[config.mk]
export PLATFORM = sky130hd
export DESIGN_NAME = vpanel_vtiming
export DESIGN_NICKNAME = d
export VERILOG_FILES = /design/src/rtl/vtg_pkg.sv /design/src/rtl/vtg_line_seq.sv /design/src/rtl/vtg_frame_seq.sv /design/src/rtl/vpanel_vtiming.sv
export SDC_FILE = /design/constraint.sdc
export NUM_CORES = 1
export LEC_CHECK = 0
export ABC_AREA = 1
export BUFFER_PORTS_ARGS = -buffer_cell sky130_fd_sc_hd__buf_4
export CORE_MARGIN = 10
export CORE_UTILIZATION = 35
export DETAILED_ROUTE_END_ITERATION = 12
export MAX_ROUTING_LAYER = met4
export PLACE_DENSITY = 0.51
export SYNTH_ARGS = -nofsm -noshare
export SYNTH_HDL_FRONTEND = slang
export SYNTH_HIERARCHICAL = 1
export SYNTH_SLANG_ARGS = --single-unit
[constraint.sdc]
create_clock -name clk -period 2 [get_ports clk]
set_clock_uncertainty 0.15 [all_clocks]
set_input_delay 0 -clock clk [delete_from_list [all_inputs] [get_ports clk]]
set_output_delay 0 -clock clk [all_outputs]
set_load 0.005 [all_outputs]
[src/rtl/vtg_pkg.sv]
package vtg_pkg;

   typedef enum logic [2:0] {
      FS_IDLE  = 3'd0,
      FS_BLANK = 3'd1,
      FS_GAP   = 3'd2,
      FS_ARMED = 3'd3,
      FS_SCAN  = 3'd4
   } fseq_state_t;

   function automatic int unsigned umax(input int unsigned a, input int unsigned b);
      return (a > b) ? a : b;
   endfunction

endpackage

[src/rtl/vtg_line_seq.sv]
module vtg_line_seq
   import vtg_pkg::*;
#(
   parameter int unsigned PCG_LEAD = 125,
   parameter int unsigned PCG_WID  = 150,
   parameter int unsigned ENB_DLY  = 63,
   parameter int unsigned ENB_WID  = 313,
   parameter int unsigned VST_HOLD = 8
) (
   input  logic clk,
   input  logic rst_n,
   input  logic start,
   output logic busy,
   output logic vck_lvl,
   output logic pcg_pre,
   output logic enb,
   output logic vst_drop
);

   localparam int unsigned SEQ_LEN = umax(umax(PCG_WID, PCG_LEAD + ENB_DLY + ENB_WID),
                                          PCG_LEAD + VST_HOLD);
   localparam int unsigned T_W     = $clog2(SEQ_LEN + 1);

   localparam logic [T_W-1:0] T_END    = T_W'(SEQ_LEN);
   localparam logic [T_W-1:0] T_EDGE   = T_W'(PCG_LEAD);
   localparam logic [T_W-1:0] T_PCG_HI = T_W'(PCG_WID);
   localparam logic [T_W-1:0] T_ENB_LO = T_W'(PCG_LEAD + ENB_DLY + 1);
   localparam logic [T_W-1:0] T_ENB_HI = T_W'(PCG_LEAD + ENB_DLY + ENB_WID);
   localparam logic [T_W-1:0] T_DROP   = T_W'(PCG_LEAD + VST_HOLD);

   logic [T_W-1:0] t_q;
   logic           vck_q;

   // line phase counter: 0 = idle, 1..SEQ_LEN = running
   always_ff @(posedge clk) begin
      if (!rst_n) begin
         t_q <= '0;
      end else if (start && (t_q == '0)) begin
         t_q <= T_W'(1);
      end else if (t_q == T_END) begin
         t_q <= '0;
      end else if (t_q != '0) begin
         t_q <= t_q + T_W'(1);
      end
   end

   // line clock changes level once per line, PCG_LEAD cycles after start
   always_ff @(posedge clk) begin
      if (!rst_n) begin
         vck_q <= 1'b0;
      end else if (t_q == T_EDGE) begin
         vck_q <= ~vck_q;
      end
   end

   assign busy     = (t_q != '0);
   assign vck_lvl  = vck_q;
   assign pcg_pre  = (t_q != '0) && (t_q <= T_PCG_HI);
   assign enb      = (t_q >= T_ENB_LO) && (t_q <= T_ENB_HI);
   assign vst_drop = (t_q == T_DROP);

endmodule

[src/rtl/vtg_frame_seq.sv]
module vtg_frame_seq
   import vtg_pkg::*;
#(
   parameter int unsigned LINES_M0   = 604,
   parameter int unsigned LINES_M1   = 572,
   parameter int unsigned LINES_M2   = 484,
   parameter int unsigned LINES_M3   = 404,
   parameter int unsigned LINE_CNT_W = 10,
   parameter int unsigned DLY_W      = 16,
   parameter int unsigned BLK_WID    = 2625,
   parameter int unsigned BLK_TO_VST = 4125
) (
   input  logic       clk,
   input  logic       rst_n,
   input  logic       frame_stb,
   input  logic       line_stb,
   input  logic [1:0] mode_sel,
   input  logic       scan_down,
   input  logic       line_busy,
   input  logic       vck_lvl,
   input  logic       vst_drop,
   output logic       line_start,
   output logic       blk,
   output logic       vst
);

   localparam int unsigned        N_MODES = 4;
   localparam logic [DLY_W-1:0]   C_BLK   = DLY_W'(BLK_WID);
   localparam logic [DLY_W-1:0]   C_GAP   = DLY_W'(BLK_TO_VST);

   logic [LINE_CNT_W-1:0] lines_lut [N_MODES];

   for (genvar g = 0; g < N_MODES; g++) begin : g_lut
      localparam int unsigned NL = (g == 0) ? LINES_M0 :
                                   (g == 1) ? LINES_M1 :
                                   (g == 2) ? LINES_M2 : LINES_M3;
      assign lines_lut[g] = LINE_CNT_W'(NL);
   end

   fseq_state_t           state_q;
   logic [DLY_W-1:0]      cnt_q;
   logic [LINE_CNT_W-1:0] lines_q;
   logic [LINE_CNT_W-1:0] started_q;
   logic                  down_q;
   logic                  vst_q;

   logic accept;
   logic phase_ok;
   logic scan_more;

   assign accept    = line_stb && !frame_stb && !line_busy;
   // down scan needs a rising edge next (clock low now); up scan a falling one
   assign phase_ok  = (vck_lvl != down_q);
   assign scan_more = (started_q < lines_q);

   always_comb begin
      line_start = 1'b0;
      unique case (state_q)
         FS_ARMED: line_start = accept;
         FS_SCAN:  line_start = accept && scan_more;
         default:  line_start = 1'b0;
      endcase
   end

   always_ff @(posedge clk) begin
      if (!rst_n) begin
         state_q   <= FS_IDLE;
         cnt_q     <= '0;
         lines_q   <= '0;
         started_q <= '0;
         down_q    <= 1'b1;
         vst_q     <= 1'b0;
      end else if (frame_stb) begin
         state_q   <= FS_BLANK;
         cnt_q     <= DLY_W'(1);
         lines_q   <= lines_lut[mode_sel];
         started_q <= '0;
         down_q    <= scan_down;
         vst_q     <= 1'b0;
      end else begin
         unique case (state_q)
            FS_BLANK: begin
               if (cnt_q == C_BLK) begin
                  state_q <= FS_GAP;
                  cnt_q   <= DLY_W'(1);
               end else begin
                  cnt_q <= cnt_q + DLY_W'(1);
               end
            end
            FS_GAP: begin
               if (cnt_q == C_GAP) begin
                  state_q <= FS_ARMED;
               end else begin
                  cnt_q <= cnt_q + DLY_W'(1);
               end
            end
            FS_ARMED: begin
               if (accept && phase_ok) begin
                  state_q   <= FS_SCAN;
                  started_q <= LINE_CNT_W'(1);
                  vst_q     <= 1'b1;
               end
            end
            FS_SCAN: begin
               if (line_start) begin
                  started_q <= started_q + LINE_CNT_W'(1);
               end
               if (vst_drop) begin
                  vst_q <= 1'b0;
               end
            end
            default: ;
         endcase
      end
   end

   assign blk = (state_q == FS_BLANK);
   assign vst = vst_q;

endmodule

[src/rtl/vpanel_vtiming.sv]
module vpanel_vtiming #(
   parameter int unsigned LINES_M0   = 604,
   parameter int unsigned LINES_M1   = 572,
   parameter int unsigned LINES_M2   = 484,
   parameter int unsigned LINES_M3   = 404,
   parameter int unsigned LINE_CNT_W = 10,
   parameter int unsigned DLY_W      = 16,
   parameter int unsigned PCG_LEAD   = 125,
   parameter int unsigned PCG_WID    = 150,
   parameter int unsigned ENB_DLY    = 63,
   parameter int unsigned ENB_WID    = 313,
   parameter int unsigned BLK_WID    = 2625,
   parameter int unsigned BLK_TO_VST = 4125,
   parameter int unsigned VST_HOLD   = 8,
   parameter bit          OUT_REG    = 1'b1
) (
   input  logic       clk,
   input  logic       rst_n,
   input  logic [1:0] mode_sel,
   input  logic       scan_down,
   input  logic       line_stb,
   input  logic       frame_stb,
   output logic       vst,
   output logic       vck,
   output logic       enb,
   output logic       pcg,
   output logic       blk
);

   localparam int unsigned LINE_MAX = 2 ** LINE_CNT_W;
   localparam int unsigned DLY_MAX  = 2 ** DLY_W;

   // elaboration-time parameter checks
   if (PCG_LEAD < 1) begin : g_bad_lead
      $error("PCG_LEAD must be at least 1");
   end
   if (ENB_DLY < 1 || ENB_WID < 1 || PCG_WID < 1) begin : g_bad_enb
      $error("ENB_DLY, ENB_WID and PCG_WID must be at least 1");
   end
   if (VST_HOLD < 1 || BLK_WID < 1 || BLK_TO_VST < 1) begin : g_bad_frame
      $error("VST_HOLD, BLK_WID and BLK_TO_VST must be at least 1");
   end
   if (BLK_WID >= DLY_MAX || BLK_TO_VST >= DLY_MAX) begin : g_bad_dlyw
      $error("DLY_W too narrow for blanking counts");
   end
   if (LINES_M0 >= LINE_MAX || LINES_M1 >= LINE_MAX ||
       LINES_M2 >= LINE_MAX || LINES_M3 >= LINE_MAX ||
       LINES_M0 < 1 || LINES_M1 < 1 || LINES_M2 < 1 || LINES_M3 < 1) begin : g_bad_lines
      $error("line counts must be nonzero and fit LINE_CNT_W");
   end

   logic line_start;
   logic line_busy;
   logic vck_i;
   logic pcg_pre_i;
   logic enb_i;
   logic vst_drop;
   logic blk_i;
   logic vst_i;

   vtg_frame_seq #(
      .LINES_M0   (LINES_M0),
      .LINES_M1   (LINES_M1),
      .LINES_M2   (LINES_M2),
      .LINES_M3   (LINES_M3),
      .LINE_CNT_W (LINE_CNT_W),
      .DLY_W      (DLY_W),
      .BLK_WID    (BLK_WID),
      .BLK_TO_VST (BLK_TO_VST)
   ) u_frame (
      .clk        (clk),
      .rst_n      (rst_n),
      .frame_stb  (frame_stb),
      .line_stb   (line_stb),
      .mode_sel   (mode_sel),
      .scan_down  (scan_down),
      .line_busy  (line_busy),
      .vck_lvl    (vck_i),
      .vst_drop   (vst_drop),
      .line_start (line_start),
      .blk        (blk_i),
      .vst        (vst_i)
   );

   vtg_line_seq #(
      .PCG_LEAD (PCG_LEAD),
      .PCG_WID  (PCG_WID),
      .ENB_DLY  (ENB_DLY),
      .ENB_WID  (ENB_WID),
      .VST_HOLD (VST_HOLD)
   ) u_line (
      .clk      (clk),
      .rst_n    (rst_n),
      .start    (line_start),
      .busy     (line_busy),
      .vck_lvl  (vck_i),
      .pcg_pre  (pcg_pre_i),
      .enb      (enb_i),
      .vst_drop (vst_drop)
   );

   if (OUT_REG) begin : g_out_reg
      always_ff @(posedge clk) begin
         if (!rst_n) begin
            vst <= 1'b0;
            vck <= 1'b0;
            enb <= 1'b0;
            pcg <= 1'b0;
            blk <= 1'b0;
         end else begin
            vst <= vst_i;
            vck <= vck_i;
            enb <= enb_i;
            pcg <= pcg_pre_i | blk_i;
            blk <= blk_i;
         end
      end
   end else begin : g_out_comb
      assign vst = vst_i;
      assign vck = vck_i;
      assign enb = enb_i;
      assign pcg = pcg_pre_i | blk_i;
      assign blk = blk_i;
   end

endmodule

# Word-level counts from Yosys, hierarchy flattened
# Cells that the tools add are included.
# totals
out_inout_bits	5
in_bits	7
register_bits	56
elab_cells	95
# classes
reduce_logical	25
n_eq_ne	20
bitwise_logic	4
magnitude_cmp	5
muxes	22
add_sub_neg	3
# op_table
op	count
$mux 10	4
$mux 16	2
$pmux 16 s2	1
$bmux 10 s2	1
$pmux 10 s2	1
$add 16x1->16 const B	1
$eq 16x12->1 const B	1
$eq 16x13->1 const B	1
$add 10x1->10 const B	1
$lt 10x10->1	1
$ne 2x1->1 const B	5
$add 9x1->9 const B	1
$eq 9x7->1 const B	1
$eq 9x8->1 const B	1
$eq 9x9->1 const B	1
$ge 9x8->1 const B	1
$le 9x8->1 const B	1
$le 9x9->1 const B	1
$logic_not 9->1	1
$mux 3	3
$ne 3x2->1 const B	3
$pmux 3 s3	1
$reduce_bool 3->1	3
$reduce_bool 9->1	1
other kinds (21)	41

# Logic depth before layout (Yosys ltp)
# Gate-level depths: netlist of the first run.
# logic_depth
depth_word	7
mapped_depth	14

# Modules after synthesis
# Netlist of the first run, hierarchy kept.
# by_module_without_submodules
module	seq_area_each_um2	n_inst	area_each_um2	cells_each
vtg_frame_seq	740.7	1	2483.6	383
vtg_line_seq	200.2	1	832.0	120
vpanel_vtiming	100.1	1	137.6	15

# Worst setup path before layout of the first run
# No wires, ideal clock.
# synth_timing
kind	flip-flop to flip-flop
start	reg u_line.t_q[0]
end	reg u_frame.started_q[3]
t_arrival_ns	1.966
period_less_slack_ns	2.229
n_path_buf	1
t_required_ns	1.737
path_stages_with_launch	13
setup_time_ns	0.113
path_slack_ns	-0.229
cell_sequence	dfxtp_1 > inv_1 > ha_1 > nand2_4 > nor2_8 > nand2_4 > nor3_4 > nand3_4 > nand2_4 > nand3_4 > buf_6 > nor2_1 > nor2_1
# synth_between
elab_chain_cells	7
# synth_rtl
element	line_no	rtl
from (decl)	vtg_line_seq.sv:31	logic [T_W-1:0] t_q;
from (signal assigned)	vtg_line_seq.sv:43	t_q <= t_q + T_W'(1);
$reduce_bool 9->1 *	vtg_line_seq.sv:56	assign busy = (t_q != '0);
net line_busy	vpanel_vtiming.sv:53	logic line_busy;
$logic_not 1->1 *	vtg_frame_seq.sv:51	assign accept = line_stb && !frame_stb && !line_busy;
$logic_and 1x1->1 *	vtg_frame_seq.sv:51	
$logic_and 1x1->1	vtg_frame_seq.sv:60	FS_SCAN: line_start = accept && scan_more;
$pmux 1 s2	vtg_frame_seq.sv:58	unique case (state_q)
$ne 2x1->1 (no source line)	-	
$reduce_and 3->1 (no source line) *	-	
to (signal assigned)	vtg_frame_seq.sv:106	started_q <= started_q + LINE_CNT_W'(1);
to (decl)	vtg_frame_seq.sv:43	logic [LINE_CNT_W-1:0] started_q;
# Mark *: on every way through the listed nets, which the timed path passes. The rest lies on a longest branch.
# A chain may end at the register's enable or synchronous reset.

# Worst setup path in the final report of the first run
# layout_timing
start	reg u_line.t_q[1]
end	reg u_frame.started_q[7]
# Same word-level chain as after synthesis.

==> flow_summary.json, run 1 <==
{
  "worst_slack_ns": 0.0558,
  "initial_utilization": 0.357,
  "crit_slowest_cell": "dfxtp_4",
  "finalSetupViolations": 0,
  "fin_nets": 591,
  "critical_path_class": "flip-flop to flip-flop",
  "clockBufferDepth": 2,
  "max_slew_margin": 0.729,
  "ys_ff_latch": 52,
  "antenna_left": 0,
  "fp.dieW_um": 119,
  "core-area_sq_um": 9680,
  "final_cell_mix": "nand2_1, nor2_1, inv_1",
  "p_per_area_nw_per_um2": 525,
  "wl_per_cell_um": 12.0,
  "maxCapViolCount": 0,
  "min_period_over_period": 0.972,
  "drive_gt1_frac": 0.182,
  "dpl.hpwl_mm": 6.37,
  "avgSynthCellArea_sq_um": 6.67,
  "syn2layout_area_growth_pct": 19.2,
  "gr-total-overflow": 0,
  "via_per_inst": 4.68,
  "fmax_ghz": 0.514,
  "path_clk_slew_ns": 0.10,
  "tightest_slew_ns": 0.403,
  "root_buffer": "clkbuf_8",
  "yosys_most_used_dff": "dfxtp_1",
  "totalPowerFinal_mw": 2.16,
  "setup_tns_ns": 0,
  "critPathBufInv": 1,
  "critPathCaptureType": "flip-flop",
  "h-tree-depth": 2,
  "hold_viol": 0,
  "final_common_cell": "nand2_1",
  "drt-pass1-iter-count": 5,
  "crit_chain": "inv_4, ha_4, nand2_4, nor2_8, nand2_4, nor3_4, nand3_4, nand2_8, nand3_4, nor2_1, nor2_1",
  "cp.required_ns": 2.06,
  "syn_inst": 518,
  "track_usage": 0.123,
  "cts_tree": "built",
  "cp_top_family": "simple AND/OR/NAND/NOR gates",
  "routed_wl_mm": 8.39,
  "die-area_sq_um": 14200,
  "max_stage_delay_ns": 0.36,
  "maxSlewViolCount": 0,
  "io_pins": 12,
  "yosysWarnings": 6,
  "synth_edf_count": 0,
  "yosys.cell_types.count": 40,
  "status": "complete, no violations",
  "die_h_um": 119,
  "drc": 0,
  "final.min_clock_period_ns": 1.94,
  "cts_buffers": 5,
  "synth-seq-area-share": 0.301,
  "grt_setup_unrepaired": "true",
  "grt_max_degree": 17,
  "dpl_worst_slack_ns": -0.00719,
  "first_global_vias": 3089,
  "syn_nets": 542,
  "port_buffers": 11,
  "synthArstFlopShare": 0,
  "worstPathArrival_ns": 2.01,
  "place_congestion": 0.886,
  "netlist_area_sq_um": 3450,
  "peakVddDrop_uv": 413,
  "worstHoldPathType": "primary input to flip-flop",
  "drt_iter0_drc": 135,
  "path_max_fanout": 8,
  "grt_pass1_wl_mm": 14.4,
  "cellLeakagePower_nw": 1.76,
  "worstSkewPairLatency_ns": 0.31,
  "rows": 36,
  "clock_sinks": 52,
  "diodes": 0,
  "vias": 3274,
  "start_kind": "flip-flop",
  "antenna_found_initial": 0
}
==> layout make-up <==
class                           instances  area [sq um]
Tap cell                              133           166
Inverter                               77           300
Clock inverter                          2          11.3
Sequential cell                        52          1050
Multi-Input combinational cell        381          2110
Fill cell                            1031          5570
Clock buffer                            5          68.8
Timing Repair Buffer                   50           409
==> cell families after synthesis <==
logic type	synth area share
adder cells (fa/ha/maj)	0.0616
AO/OA/AOI/OAI	0.0812
AND/OR/NAND/NOR	0.418
flip-flops	0.301
buffers and inverters	0.104
XOR/XNOR	0.0330
==> flip-flops by register name, summed over array words and instances, names as in the netlist <==
register           cells
u_frame/cnt_q         16
u_frame/state_q        3
vck                    1
vst                    1
pcg                    1
u_frame/down_q         1
u_frame/lines_q        6
u_line/t_q             9
u_frame/started_q     10
u_line/vck_lvl         1
enb                    1
blk                    1
u_frame/vst            1
==> path summary, 6_finish.rpt <==
check	from	end	slack [ns]	cells after the start
max reg2reg	u_line/t_q[1]$_SDFFE_PP0P_	u_frame/started_q[7]$_SDFFE_PP0P_	0.06	11
min reg2reg	u_frame/vst$_SDFFE_PP0P_	vst$_SDFF_PN0_	0.32	2
max	u_line/t_q[1]$_SDFFE_PP0P_	u_frame/started_q[7]$_SDFFE_PP0P_	0.06	11
min	line_stb	u_frame/vst$_SDFFE_PP0P_	0.03	5
==> worst min-delay path: cells and delay by family <==
kind	cells	cell delay (ns)
buf+inv	2	0.19
simple gates	2	0.18
compound gates	1	0.08
==> per-stage QoR <==
stage,util,hold WS (ns),instances,area (sq um)
floorplan,-,-0.0659,518,3480
global placement,0.396,0.0736,676,3830
detailed placement,0.396,0.0790,676,3830
CTS,0.411,0.00907,690,3980
global route,0.425,0.0319,700,4120
finish,0.425,0.0349,700,4120
==> power by group <==
part,internal (mW),switching (mW),leakage (nW),total [mW]
sequential,1.07,0.0196,0.424,1.09
clock,0.240,0.363,0.0443,0.603
combinational,0.220,0.250,1.29,0.470
total,1.53,0.633,1.76,2.16
==> metal layers <==
metal,global-route usage,vias to the layer above,share of wire
met2,0.209,50,0.50
li1,-,1754,-
met5,-,-,0
met1,0.147,1466,0.46
met3,0.0198,4,0.029
met4,0.0324,0,0.0091
==> repair_timing <==
action,in CTS,in global routing
cloned,0,1
buffers inserted,0,9
endpoints found under the hold margin,23,0
hold buffers,7,0
pin swaps,2,9
setup endpoints to repair,10,24
resized for setup,0,14
==> cells in the mapped netlist (2+ instances only) <==
cell type	number	area, sq um
nor2_1	71	267
ha_1	17	213
o21ai_0	9	45.0
nand4_1	19	119
a21oi_1	29	145
nor2_2	3	18.8
nand3b_1	2	15.0
a211oi_1	2	15.0
buf_2	2	10.0
nand2_2	9	56.3
a31oi_1	2	12.5
nand3_4	4	70.1
nor2_8	2	40.0
nand3_1	37	185
o21ai_1	2	10.0
nand3_2	2	20.0
o211ai_1	4	30.0
dfxtp_1	52	1040
xnor2_1	2	17.5
a21boi_0	2	15.0
inv_1	65	244
nand2_1	126	473
nand2_4	5	56.3
buf_6	3	33.8
inv_2	9	33.8
nor3_1	12	60.1
clkinv_1	2	7.51
clkbuf_1	2	7.51
xor2_1	11	96.3
No activity file was read; power rests on OpenSTA's default activity.
==> run 2, diff against run 1 <==
- ABC_AREA: 1 -> default
==> flow_summary.json, run 2 <==
{
  "status": "complete, but fails checks",
  "violations": "setup timing",
  "syn_inst": 358,
  "cp.required_ns": 2.04,
  "drt-pass1-iter-count": 4,
  "synth_common_cells": "dfxtp_1, inv_1, nand2_1",
  "largest_reg_flops": 16,
  "core-area_sq_um": 8640,
  "avgSynthCellArea_sq_um": 8.56,
  "fp.dieW_um": 114,
  "synth-seq-area-share": 0.340,
  "die-area_sq_um": 12900,
  "synthMostInstantiatedCell": "dfxtp_1",
  "io_pins": 12,
  "drive_gt1_frac": 0.290,
  "peakVddDrop_uv": 361,
  "yosys.cell_types.count": 68,
  "port_buffers": 11,
  "h-tree-depth": 2,
  "path_max_fanout": 8,
  "antenna_found_initial": 0,
  "yosysTopAreaCellShare": 0.340,
  "rrSetupSlack_ns": -0.23,
  "root_buffer": "clkbuf_8",
  "ys_ff_latch": 52,
  "critPathCaptureType": "flip-flop",
  "power_frac_comb": 0.117,
  "worst_slack_ns": -0.235,
  "worstSkewPairLatency_ns": 0.31,
  "grt_max_degree": 19,
  "min_period_over_period": 1.12,
  "pwr-share-seq": 0.534,
  "final_common_cell": "buf_4",
  "vias": 2846,
  "netlist_top_cells_area": "dfxtp_1, ha_1, a21oi_1",
  "worstHoldPathType": "primary input to flip-flop",
  "rows": 34,
  "fin_nets": 457,
  "antenna_left": 0,
  "final.min_clock_period_ns": 2.23,
  "clock_sinks": 52,
  "syn2layout_area_growth_pct": 32.4,
  "synthArstFlopShare": 0,
  "worstPathArrival_ns": 2.27,
  "maxCapViolCount": 0,
  "top_register": "u_frame/cnt_q",
  "wl_per_cell_um": 14.4,
  "pwr-share-clk": 0.349,
  "r2r_start": "u_line/t_q[1]$_SDFFE_PP0P_",
  "clockBufferDepth": 2,
  "drt_iter0_drc": 106,
  "cellLeakagePower_nw": 1.55,
  "dpl_worst_slack_ns": -0.288,
  "syn_nets": 382,
  "swShare": 0.253,
  "gr-total-overflow": 0,
  "power_switching_mw": 0.504,
  "yosys.area.top_type": "dfxtp_1",
  "hold_depth": 5,
  "netlist_area_sq_um": 3060,
  "final_cell_mix": "buf_4, dfxtp_1, nand2_1",
  "start_kind": "flip-flop",
  "grt_setup_unrepaired": "true",
  "reg2reg_to": "u_frame/started_q[8]$_SDFFE_PP0P_",
  "yosysWarnings": 6,
  "routed_wl_mm": 7.79,
  "min-delay-start": "mode_sel[0]",
  "diodes": 0,
  "min_to": "u_frame/lines_q[6]$_SDFFE_PN0P_",
  "synth_edf_count": 0,
  "top_regs": "u_frame/cnt_q x16, u_frame/started_q x10, u_line/t_q x9",
  "dpl.hpwl_mm": 5.71,
  "track_usage": 0.122,
  "drc": 0,
  "tightest_slew_ns": 0.435,
  "fmax_ghz": 0.447,
  "dp.cells": 523,
  "first_global_vias": 2646,
  "yosys_most_used_dff": "dfxtp_1",
  "cts_tree": "built",
  "grt_pass1_wl_mm": 12.9,
  "place_congestion": 0.852,
  "initial_utilization": 0.355,
  "max_slew_margin": 0.709,
  "p_int_mw": 1.49,
  "rr_worst_depth": 10,
  "path_clk_slew_ns": 0.10,
  "die_h_um": 114,
  "p_per_area_nw_per_um2": 491,
  "maxSlewViolCount": 0,
  "critical_path_class": "flip-flop to flip-flop",
  "finalSetupViolations": 22,
  "hold_viol": 0,
  "cts_buffers": 5,
  "via_per_inst": 5.25,
  "layout.cells.non_filler": 542
}
-- run 2: cell count changes in the layout (fill, tap and decap cells not counted), moves of 9 or more --
cell     delta
nand2_2    -10
buf_4      +32
a21oi_1    -10
and2_1      +9
inv_2       -9
nor2_1     -49
nand2_1    -99
nand3_1    -26
nand4_1    -13
inv_1      -40
o31ai_1     +9
-- run 2: cells by family (layout without fill, tap and decap cells) --
| kind of cell | count (synthesis) | count (layout) | synth area share |
|---|---|---|---|
| and+or+nand+nor | 143 | 143 | 0.287 |
| buffers and inverters | 40 | 116 | 0.0572 |
| muxes | 3 | 3 | 0.00980 |
| adders and majority gates | 17 | 17 | 0.0694 |
| xor gates and xnor gates | 12 | 12 | 0.0343 |
| AOI/OAI and AO/OA | 91 | 91 | 0.203 |
| DFF | 52 | 52 | 0.340 |
-- run 2: final cells by class --
class | instances | area (sq um)
multi-input combinational | 266 | 1990
sequential | 52 | 1050
timing repair buffer | 84 | 673
clock buffer | 6 | 93.8
tap | 108 | 135
inverter | 24 | 95.1
fill | 848 | 4580
clock inverter | 2 | 12.5
-- run 2: worst max-delay path: stages (launching register included) --
cell and delay [ns]:
dfxtp_4 0.36, inv_4 0.06, ha_4 0.12, nor4b_4 0.19, nand2_1 0.11, or3b_4 0.40
nor3b_2 0.16, buf_4 0.17, o21ai_1 0.08, o31ai_1 0.22, a21oi_1 0.09
-- run 2: power groups by stage --
stage | clock, mW | combinational (mW) | sequential, mW
floorplan | 0 | 0.114 | 1.09
global placement | 0 | 0.206 | 1.09
detailed placement | 0 | 0.207 | 1.09
CTS | 0.717 | 0.226 | 1.06
global route | 0.760 | 0.260 | 1.07
finish | 0.696 | 0.233 | 1.06
-- run 2: worst max-delay path by stage --
stage / startpoint / endpoint / slack, ns / cells after the start
2_1_floorplan: u_line/t_q[0]$_SDFFE_PN0P_ / u_frame/started_q[2]$_SDFFE_PP0P_ / -0.37 / 10
3_3_place_gp: u_line/t_q[0]$_SDFFE_PN0P_ / u_line/t_q[1]$_SDFFE_PP0P_ / -0.26 / 10
3_5_place_dp: u_line/t_q[0]$_SDFFE_PN0P_ / u_line/t_q[1]$_SDFFE_PP0P_ / -0.29 / 10
4_1_cts: u_line/t_q[1]$_SDFFE_PP0P_ / u_frame/started_q[8]$_SDFFE_PP0P_ / -0.23 / 10
5_1_grt: u_line/t_q[1]$_SDFFE_PP0P_ / u_frame/started_q[8]$_SDFFE_PP0P_ / -0.38 / 10
6_report: u_line/t_q[1]$_SDFFE_PP0P_ / u_frame/started_q[8]$_SDFFE_PP0P_ / -0.23 / 10
-- run 2: what timing repair did --
action	4_1_cts	5_1_grt
setup endpoints to repair	24	38
buffers inserted	3	3
pin swaps	8	12
resized for setup	11	21
hold buffers	7	0
hold endpoints to repair	15	0
-- run 2: per-stage QoR --
stage / power, mW / hold slack (ns) / cell area [sq um] / utilization / setup TNS (ns)
2_1_floorplan: 1.20 / -0.0558 / 3100 / - / -4.98
3_3_place_gp: 1.29 / 0.0722 / 3710 / 0.429 / -3.88
3_5_place_dp: 1.29 / 0.0796 / 3710 / 0.429 / -4.69
4_1_cts: 2.01 / 0.0511 / 3950 / 0.457 / -3.75
5_1_grt: 2.09 / 0.0857 / 4060 / 0.470 / -6.20
6_report: 1.99 / 0.0503 / 4060 / 0.470 / -3.53
-- run 2: metal layers --
layer	track usage	share of wire
met3	0.0236	0.044
met2	0.189	0.46
met1	0.161	0.49
met4	0.0279	0.0085
met5	-	0
